### src/rtl/mdio_pkg.sv
package mdio_pkg;
  localparam int FRAME_BITS = 64;
  localparam int TA_SLOT    = 46;
  localparam int LAST_SLOT  = 63;

  function automatic logic [FRAME_BITS-1:0] make_frame(
      input logic wr, input logic [4:0] phy, input logic [4:0] ra, input logic [15:0] d);
    return {32'hFFFF_FFFF, 2'b01, (wr ? 2'b01 : 2'b10), phy, ra, 2'b10, d};
  endfunction
endpackage

### src/rtl/mdio_mdc_gen.sv
module mdio_mdc_gen #(
  parameter int DIV = 8
) (
  input  logic clk_i,
  input  logic rst_ni,
  input  logic start_i,
  input  logic run_i,
  output logic mdc_o,
  output logic rise_o,
  output logic slot_end_o
);
  localparam int HALF = DIV / 2;
  localparam int CW   = $clog2(DIV);

  logic [CW-1:0] cnt_q;
  logic          mdc_q;

  assign rise_o     = run_i && (cnt_q == CW'(HALF - 1));
  assign slot_end_o = run_i && (cnt_q == CW'(DIV - 1));
  assign mdc_o      = mdc_q;

  always_ff @(posedge clk_i or negedge rst_ni) begin
    if (!rst_ni) begin
      cnt_q <= '0;
      mdc_q <= 1'b0;
    end else if (start_i) begin
      cnt_q <= '0;
      mdc_q <= 1'b0;
    end else if (run_i) begin
      cnt_q <= slot_end_o ? '0 : cnt_q + 1'b1;
      if (rise_o)          mdc_q <= 1'b1;
      else if (slot_end_o) mdc_q <= 1'b0;
    end else begin
      mdc_q <= 1'b0;
    end
  end

  assert_mdc_idle_low_R7: assert property (@(posedge clk_i) disable iff (!rst_ni)
    !run_i |-> !mdc_q);
endmodule

### src/rtl/mdio_frame_seq.sv
module mdio_frame_seq
  import mdio_pkg::*;
(
  input  logic                  clk_i,
  input  logic                  rst_ni,
  input  logic                  start_i,
  input  logic [FRAME_BITS-1:0] frame_i,
  input  logic                  read_i,
  input  logic                  rise_i,
  input  logic                  slot_end_i,
  input  logic                  mdio_i,
  output logic                  busy_o,
  output logic                  done_o,
  output logic                  mdio_o,
  output logic                  mdio_oe_o,
  output logic [15:0]           rx_o
);
  localparam logic [5:0] LAST = 6'(LAST_SLOT);
  localparam logic [5:0] TA   = 6'(TA_SLOT);

  logic                  busy_q, rd_q;
  logic [5:0]            slot_q;
  logic [FRAME_BITS-1:0] tx_q;
  logic [15:0]           rx_q;

  assign done_o    = busy_q && slot_end_i && (slot_q == LAST);
  assign busy_o    = busy_q;
  assign mdio_o    = tx_q[FRAME_BITS-1];
  assign mdio_oe_o = busy_q && !(rd_q && (slot_q >= TA));
  assign rx_o      = rx_q;

  always_ff @(posedge clk_i or negedge rst_ni) begin
    if (!rst_ni) begin
      busy_q <= 1'b0;
      rd_q   <= 1'b0;
      slot_q <= '0;
      tx_q   <= '1;
      rx_q   <= '0;
    end else begin
      if (start_i) begin
        busy_q <= 1'b1;
        rd_q   <= read_i;
        slot_q <= '0;
        tx_q   <= frame_i;
      end else if (busy_q && slot_end_i) begin
        if (slot_q == LAST) begin
          busy_q <= 1'b0;
          tx_q   <= '1;
        end else begin
          slot_q <= slot_q + 1'b1;
          tx_q   <= {tx_q[FRAME_BITS-2:0], 1'b1};
        end
      end
      // last 16 rising edges of the frame leave the reply in rx_q
      if (busy_q && rise_i) rx_q <= {rx_q[14:0], mdio_i};
    end
  end

  assert_mdio_hold_R7: assert property (@(posedge clk_i) disable iff (!rst_ni)
    (busy_q && !slot_end_i) |=> $stable(mdio_o));

  assert_read_release_R5: assert property (@(posedge clk_i) disable iff (!rst_ni)
    (busy_q && rd_q && rise_i && (slot_q >= TA)) |-> !mdio_oe_o);
endmodule

### src/rtl/mdio_access_ctrl.sv
module mdio_access_ctrl
  import mdio_pkg::*;
#(
  parameter int DIV = 8
) (
  input  logic        clk_i,
  input  logic        rst_ni,
  input  logic        wr_en_i,
  input  logic [31:0] wr_data_i,
  output logic [31:0] rd_data_o,
  output logic        mdc_o,
  output logic        mdio_o,
  output logic        mdio_oe_o,
  input  logic        mdio_i
);
  logic        busy, done, rise, slot_end, start;
  logic [15:0] rx_word;
  logic        wr_q;
  logic [4:0]  phy_q, reg_q;
  logic [15:0] data_q;
  logic [FRAME_BITS-1:0] frame;

  assign start = wr_en_i && !busy && wr_data_i[31];
  assign frame = make_frame(wr_data_i[30], wr_data_i[25:21], wr_data_i[20:16], wr_data_i[15:0]);

  always_ff @(posedge clk_i or negedge rst_ni) begin
    if (!rst_ni) begin
      wr_q   <= 1'b0;
      phy_q  <= '0;
      reg_q  <= '0;
      data_q <= '0;
    end else if (wr_en_i && !busy) begin
      wr_q   <= wr_data_i[30];
      phy_q  <= wr_data_i[25:21];
      reg_q  <= wr_data_i[20:16];
      data_q <= wr_data_i[15:0];
    end else if (done && !wr_q) begin
      data_q <= rx_word;
    end
  end

  assign rd_data_o = {busy, wr_q, 4'b0000, phy_q, reg_q, data_q};

  mdio_mdc_gen #(.DIV(DIV)) u_mdc (
    .clk_i, .rst_ni, .start_i(start), .run_i(busy),
    .mdc_o, .rise_o(rise), .slot_end_o(slot_end)
  );

  mdio_frame_seq u_seq (
    .clk_i, .rst_ni, .start_i(start), .frame_i(frame), .read_i(!wr_data_i[30]),
    .rise_i(rise), .slot_end_i(slot_end), .mdio_i,
    .busy_o(busy), .done_o(done), .mdio_o, .mdio_oe_o, .rx_o(rx_word)
  );

  assert_start_sets_flag_R2: assert property (@(posedge clk_i) disable iff (!rst_ni)
    (wr_en_i && !rd_data_o[31] && wr_data_i[31]) |=> rd_data_o[31]);

  assert_done_clears_flag_R2: assert property (@(posedge clk_i) disable iff (!rst_ni)
    done |=> !rd_data_o[31]);

  assert_busy_write_ignored_R8: assert property (@(posedge clk_i) disable iff (!rst_ni)
    (busy && wr_en_i) |=> ($stable(phy_q) && $stable(reg_q) && $stable(wr_q)));
endmodule

### config.mk
export PLATFORM = sky130hd
export DESIGN_NAME = mdio_access_ctrl
export DESIGN_NICKNAME = d
export VERILOG_FILES = /design/src/rtl/mdio_pkg.sv /design/src/rtl/mdio_mdc_gen.sv /design/src/rtl/mdio_frame_seq.sv /design/src/rtl/mdio_access_ctrl.sv
export SDC_FILE = /design/constraint.sdc
export NUM_CORES = 1
export LEC_CHECK = 0
export BUFFER_PORTS_ARGS = -buffer_cell sky130_fd_sc_hd__buf_2
export CORE_UTILIZATION = 45
export CTS_CLUSTER_DIAMETER = 30
export DETAILED_ROUTE_END_ITERATION = 7
export GPL_TIMING_DRIVEN = 0
export PLACE_DENSITY = 0.65
export SLEW_MARGIN = 20
export SYNTH_ARGS = -nofsm -noshare
export SYNTH_HDL_FRONTEND = slang
export SYNTH_SLANG_ARGS = --single-unit
### constraint.sdc
create_clock -name clk_i -period 2.6 [get_ports clk_i]
set_clock_uncertainty 0.1 [all_clocks]
set_input_delay 0.52 -clock clk_i [delete_from_list [all_inputs] [get_ports clk_i]]
set_output_delay 0.52 -clock clk_i [all_outputs]
set_load 0.01 [all_outputs]
# ---- Word-level counts from Yosys, hierarchy flattened
# Cells that the tools add are included.
dict set report word_totals {
  regBits 119
  out_inout_bits 35
  in_bits 36
  elab_cells 58
}
dict set report op_classes {
  eq_ne 5
  reduce_logical 20
  order_cmp 1
  add_sub_neg 2
  muxes 19
}
# op n
set ops {}
lappend ops {{$mux W64} 3}
lappend ops {{$mux W16} 2}
lappend ops {{$mux W6} 3}
lappend ops {{$logic_and A1 B1 Y1} 10}
lappend ops {{$mux W3} 3}
lappend ops {{$reduce_bool A2 Y1} 4}
lappend ops {{$mux W1} 7}
lappend ops {{$add A6 B1 Y6 const B} 1}
lappend ops {{$eq A6 B6 Y1 const B} 1}
lappend ops {{$ge A6 B6 Y1 const B} 1}
lappend ops {{$logic_not A1 Y1} 4}
lappend ops {{$ne A4 B3 Y1 const B} 1}
lappend ops {{$reduce_and A2 Y1} 2}
lappend ops {{$add A3 B1 Y3 const B} 1}
lappend ops {{$eq A3 B2 Y1 const B} 1}
lappend ops {{$eq A3 B3 Y1 const B} 1}
lappend ops {{$mux W2} 1}
lappend ops {{$ne A2 B2 Y1 const B} 1}

# ---- Logic depth before layout (Yosys ltp)
dict set report depth {
  word_depth 7
  depth_mapped 8
  ltp_nobuf 6
}

# ---- Cells and area by module
# Synthesis repeated with hierarchy kept, for this count alone.
dict set report unflattened {
  hier_cells 545
  hier_area_um2 5724.2
}
# module seq_area_each_um2 cells_per_inst n_inst area_per_inst_um2
set modules_own_cells {}
lappend modules_own_cells {mdio_frame_seq 2282.2 436 1 4136.5}
lappend modules_own_cells {mdio_access_ctrl 675.6 89 1 1361.3}
lappend modules_own_cells {mdio_mdc_gen 100.1 20 1 226.5}

# ---- Worst setup path before layout
# No wires, ideal clock.
dict set report synth_path {
  kind {register -> register}
  startpoint {register u_mdc.cnt_q[0]}
  endpoint {register data_q[11]}
  arrival_time_ns 1.764
  setup_slack_ns 0.604
  stages_incl_launch_ff 9
  t_required_ns 2.368
  setup_time_ns 0.132
  cell_sequence {dfrtp_1 > ha_1 > ha_1 > nand2_1 > or4_4 > buf_6 > buf_6 > mux2i_1 > o21ai_1}
}
dict set report synth_between {
  elab_chain_cells 6
}
# element line
set synth_rtl {}
lappend synth_rtl {{start: declaration} mdio_mdc_gen.sv:15} ;# logic [CW-1:0] cnt_q;
lappend synth_rtl {{start signal: assignment} mdio_mdc_gen.sv:30} ;# cnt_q <= slot_end_o ? '0 : cnt_q + 1'b1;
lappend synth_rtl {{$eq A3 B3 Y1} mdio_mdc_gen.sv:19} ;# assign slot_end_o = run_i && (cnt_q == CW'(DIV - 1));
lappend synth_rtl {{$logic_and A1 B1 Y1} mdio_mdc_gen.sv:19}
lappend synth_rtl {{$logic_and A1 B1 Y1 (2 in a row)} mdio_frame_seq.sv:26} ;# assign done_o = busy_q && slot_end_i && (slot_q == LAST);
lappend synth_rtl {{$logic_and A1 B1 Y1} mdio_access_ctrl.sv:37} ;# end else if (done && !wr_q) begin
lappend synth_rtl {{$reduce_bool A2 Y1 (no source line)} -}
lappend synth_rtl {{end signal: assignment} mdio_access_ctrl.sv:36} ;# data_q <= wr_data_i[15:0];
lappend synth_rtl {{end signal: assignment} mdio_access_ctrl.sv:38} ;# data_q <= rx_word;
lappend synth_rtl {{end: declaration} mdio_access_ctrl.sv:20} ;# logic [15:0] data_q;
# Every way passes these cells.
# A chain may end at the register's enable or synchronous reset.

# ---- Final worst setup path
dict set report layout_path {
  startpoint {register u_seq.slot_q[0]}
  endpoint {output port mdio_oe_o}
}
dict set report layout_between {
  elab_chain_cells 4
}
# element line
set layout_rtl {}
lappend layout_rtl {{start: declaration} mdio_frame_seq.sv:22} ;# logic [5:0] slot_q;
lappend layout_rtl {{start signal: assignment} mdio_frame_seq.sv:50} ;# slot_q <= slot_q + 1'b1;
lappend layout_rtl {{$ge A6 B6 Y1} mdio_frame_seq.sv:29} ;# assign mdio_oe_o = busy_q && !(rd_q && (slot_q >= TA));
lappend layout_rtl {{$logic_and A1 B1 Y1} mdio_frame_seq.sv:29}
lappend layout_rtl {{$logic_not A1 Y1} mdio_frame_seq.sv:29}
lappend layout_rtl {{$logic_and A1 B1 Y1} mdio_frame_seq.sv:29}
lappend layout_rtl {{end: declaration} mdio_access_ctrl.sv:13} ;# output logic mdio_oe_o,
# Every way passes these cells.

==> reports/metrics.yaml <==
run_status: "finished clean"
synth_async_sr_flop_share: 1.00
detail_route.wirelength_um: 11000
whs_endpoint: "u_seq.tx_q[29]"
timing_max_transition_violations_final: 0
cp_data_required_time_ns: 1.98
placement_cell_area_mm2: 0.00562
finish.instance_area_mm2: 0.00626
ff_to_ff_setup_slack_ns: 0.28
layout_setup_ws_ns: 0.263
effective_utilization_at_floorplan: 0.466
buffers_added_on_ports: 62
netlist_area_pre_place_mm2: 0.00509
timing.final.crit_share: 0.899
cts-resized-gates: 0
die_h_um: 108
place.detailed.hpwl_um: 7320
totalNegativeSetupSlack_ns: 0
clock_latency_ns: 0.41
dp_slack_ns: 0.224
cp_max_fo: 5
cts.htree.levels: 4
synthFlopType: "sky130_fd_sc_hd__dfstp_2"
tightest_slew_ns: 0.657
place_congestion: 0.797
route.vias.total: 3827
mostFrequentLayoutCell: "sky130_fd_sc_hd__nor2_1"
num_io_pins: 71
synthCells: 480
switching_power_mw: 2.20
tritoncts: "built"
power.density_mw_per_mm2: 1200
power.share.combinational: 0.221
clk_path_buf_depth: 2
finalSetupViolCount: 0
switching_share: 0.294
via_per_inst: 5.32
ant_nets: 0
avg_inst_size_synth_um2: 10.6
grt_overflow: 0
routedWlPerCell_um: 15.3
synth-edff-count: 0
clock_power_share: 0.323
first_iter_violations: 287
crit-reg2reg-capture: "u_seq.slot_q[1]"
yosysSeqAreaShare: 0.600
place_inst: 686
shortest_period_the_worst_path_allows_ns: 2.34
hold_slack_ns: 0.230
grt_max_degree: 64
cts_sinks: 119
fin_cells: 719
yosys_warnings: 0
nNetsFinal: 607
ir_worst_vdd_v: 0.000534
layout.cells.most_common_list: "sky130_fd_sc_hd__nor2_1 (92), sky130_fd_sc_hd__buf_2 (70), sky130_fd_sc_hd__nor3_1 (70), sky130_fd_sc_hd__dfstp_2 (64), sky130_fd_sc_hd__dfrtp_1 (55)"
num_rows: 38
rsz0062_at_grt: "no"
dieArea_mm2: 0.0117
area_of_the_placeable_core_mm2: 0.0109
route.detailed.drc: 0
synth_cell_types: 35
path_cells: "inv_1 > ha_1 > o211a_1 > o211ai_1 > and2_1 > buf_2"
grt.total_usage: 0.207
crit_path_max_cell_delay_ns: 0.41
timing.max_slew.rel_slack: 0.560
worstSetupEndpointType: "output port"
timing.hold.worst.class: "in2reg"
critical_path_buf_inv_count: 2
cp_data_arrival_time_ns: 1.72
worstReg2RegStart: "u_mdc.cnt_q[0]"
start_kind: "register"
critical_path_class: "reg2out"
drive_gt1_frac: 0.352
seq_power_share: 0.456
drt_pre_antenna_iters: 6
internal_power_mw: 5.29
static-leakage-power_nw: 2.75
holdPathStages: 2
worst-r2r-cell-count: 8
grt_pass1_wl_um: 18500
beginning_of_the_worst_hold_path: "wr_data_i[30]"
diodes: 0
die_width_um: 108
areaGrowthSynthToFinish_pct: 22.8
antenna_violations_before_repair: 0
clk_root_buffer_cell: "sky130_fd_sc_hd__clkbuf_16"
slowest_stage: "sky130_fd_sc_hd__dfrtp_1"
achievable-frequency_mhz: 428
timing.final.hold_violations: 0
maxCapViolations: 0
cts-buffers-inserted: 17
number_of_synthesized_register_bits: 119
first_global_vias: 3812
path_delay_family: "flip-flops"
cts.reportedPaths.clkPinSlew_ns: 0.06
-- synth_stat cells, drive strengths merged (2+ instances only) --
cell type | instances | area [µm²]
nand3 | 3 | 15.0
nor3 | 70 | 350
o211ai | 2 | 15.0
nand3b | 2 | 15.0
dfstp | 64 | 1680
o22ai | 28 | 175
ha | 5 | 62.6
nor2b | 2 | 12.5
a21oi | 6 | 30.0
a311oi | 2 | 17.5
and2 | 3 | 18.8
mux2i | 17 | 170
nand2 | 25 | 93.8
mux2 | 27 | 304
o21ai | 22 | 110
inv | 4 | 15.0
buf | 18 | 116
clkbuf | 22 | 82.6
nor2 | 92 | 345
dfrtp | 55 | 1380
-- state kept, by name (all words and copies together) (netlist names) --
name / count
u_seq.rx_o: 16
u_seq.tx_q: 64
u_seq.busy_o: 1
reg_q: 5
wr_q: 1
u_mdc.mdc_o: 1
u_mdc.cnt_q: 3
u_seq.rd_q: 1
data_q: 16
u_seq.slot_q: 6
phy_q: 5
-- timing repair --
item | 4_1_cts | 5_1_grt
endpoints found under the hold margin | 14 | 0
buffers inserted | 0 | 0
hold buffers | 1 | 0
-- metrics by stage --
step,util,total power [mW]
6_report,0.572,7.50
2_1_floorplan,-,4.48
5_1_grt,0.572,7.96
4_1_cts,0.572,7.57
3_3_place_gp,0.511,4.98
3_5_place_dp,0.514,5.10
-- how the worst max path moves through the flow --
stage	depth (start not counted)	from	to
after floorplan	8	u_mdc.cnt_q[0]	data_q[11]
after global placement	1	rst_ni	phy_q[2]
after detailed placement	5	wr_en_i	reg_q[2]
after CTS	6	u_seq.slot_q[0]	mdio_oe_o
after global routing	8	u_mdc.cnt_q[0]	u_seq.slot_q[1]
final	6	u_seq.slot_q[0]	mdio_oe_o
-- logic make-up after synthesis --
logic type	Yosys count	share of synthesized area
AO/OA/AOI/OAI	66	0.0781
adder cells (fa/ha/maj)	5	0.0123
buffers and inverters	44	0.0420
flip-flops	119	0.600
multiplexers	44	0.0931
other	1	0.000736
AND/OR/NAND/NOR	201	0.173
-- layer usage --
metal,up-vias,share of wire,track usage
li1,1836,-,-
met1,1880,0.47,0.271
met2,96,0.47,0.331
met3,15,0.049,0.0585
met4,0,0.012,0.0685
met5,-,0,0
-- cell type report --
type,instances,area (µm²)
Fill cell,980,4680
Clock inverter,13,169
Sequential cell,119,3060
Tap cell,140,175
Inverter,4,15.0
Timing Repair Buffer,64,354
Buffer,40,199
Multi-Input combinational cell,320,1830
Clock buffer,19,453
-- power groups by stage --
stage                     sequential [mW]  combinational [mW]  clock, mW
after floorplan                      3.42                1.07          0
after detailed placement             3.44                1.66          0
after CTS                            3.42                1.68       2.48
after global placement               3.39                1.59          0
after global routing                 3.53                1.89       2.54
final                                3.42                1.66       2.42
(Power assumes the default switching activity.)
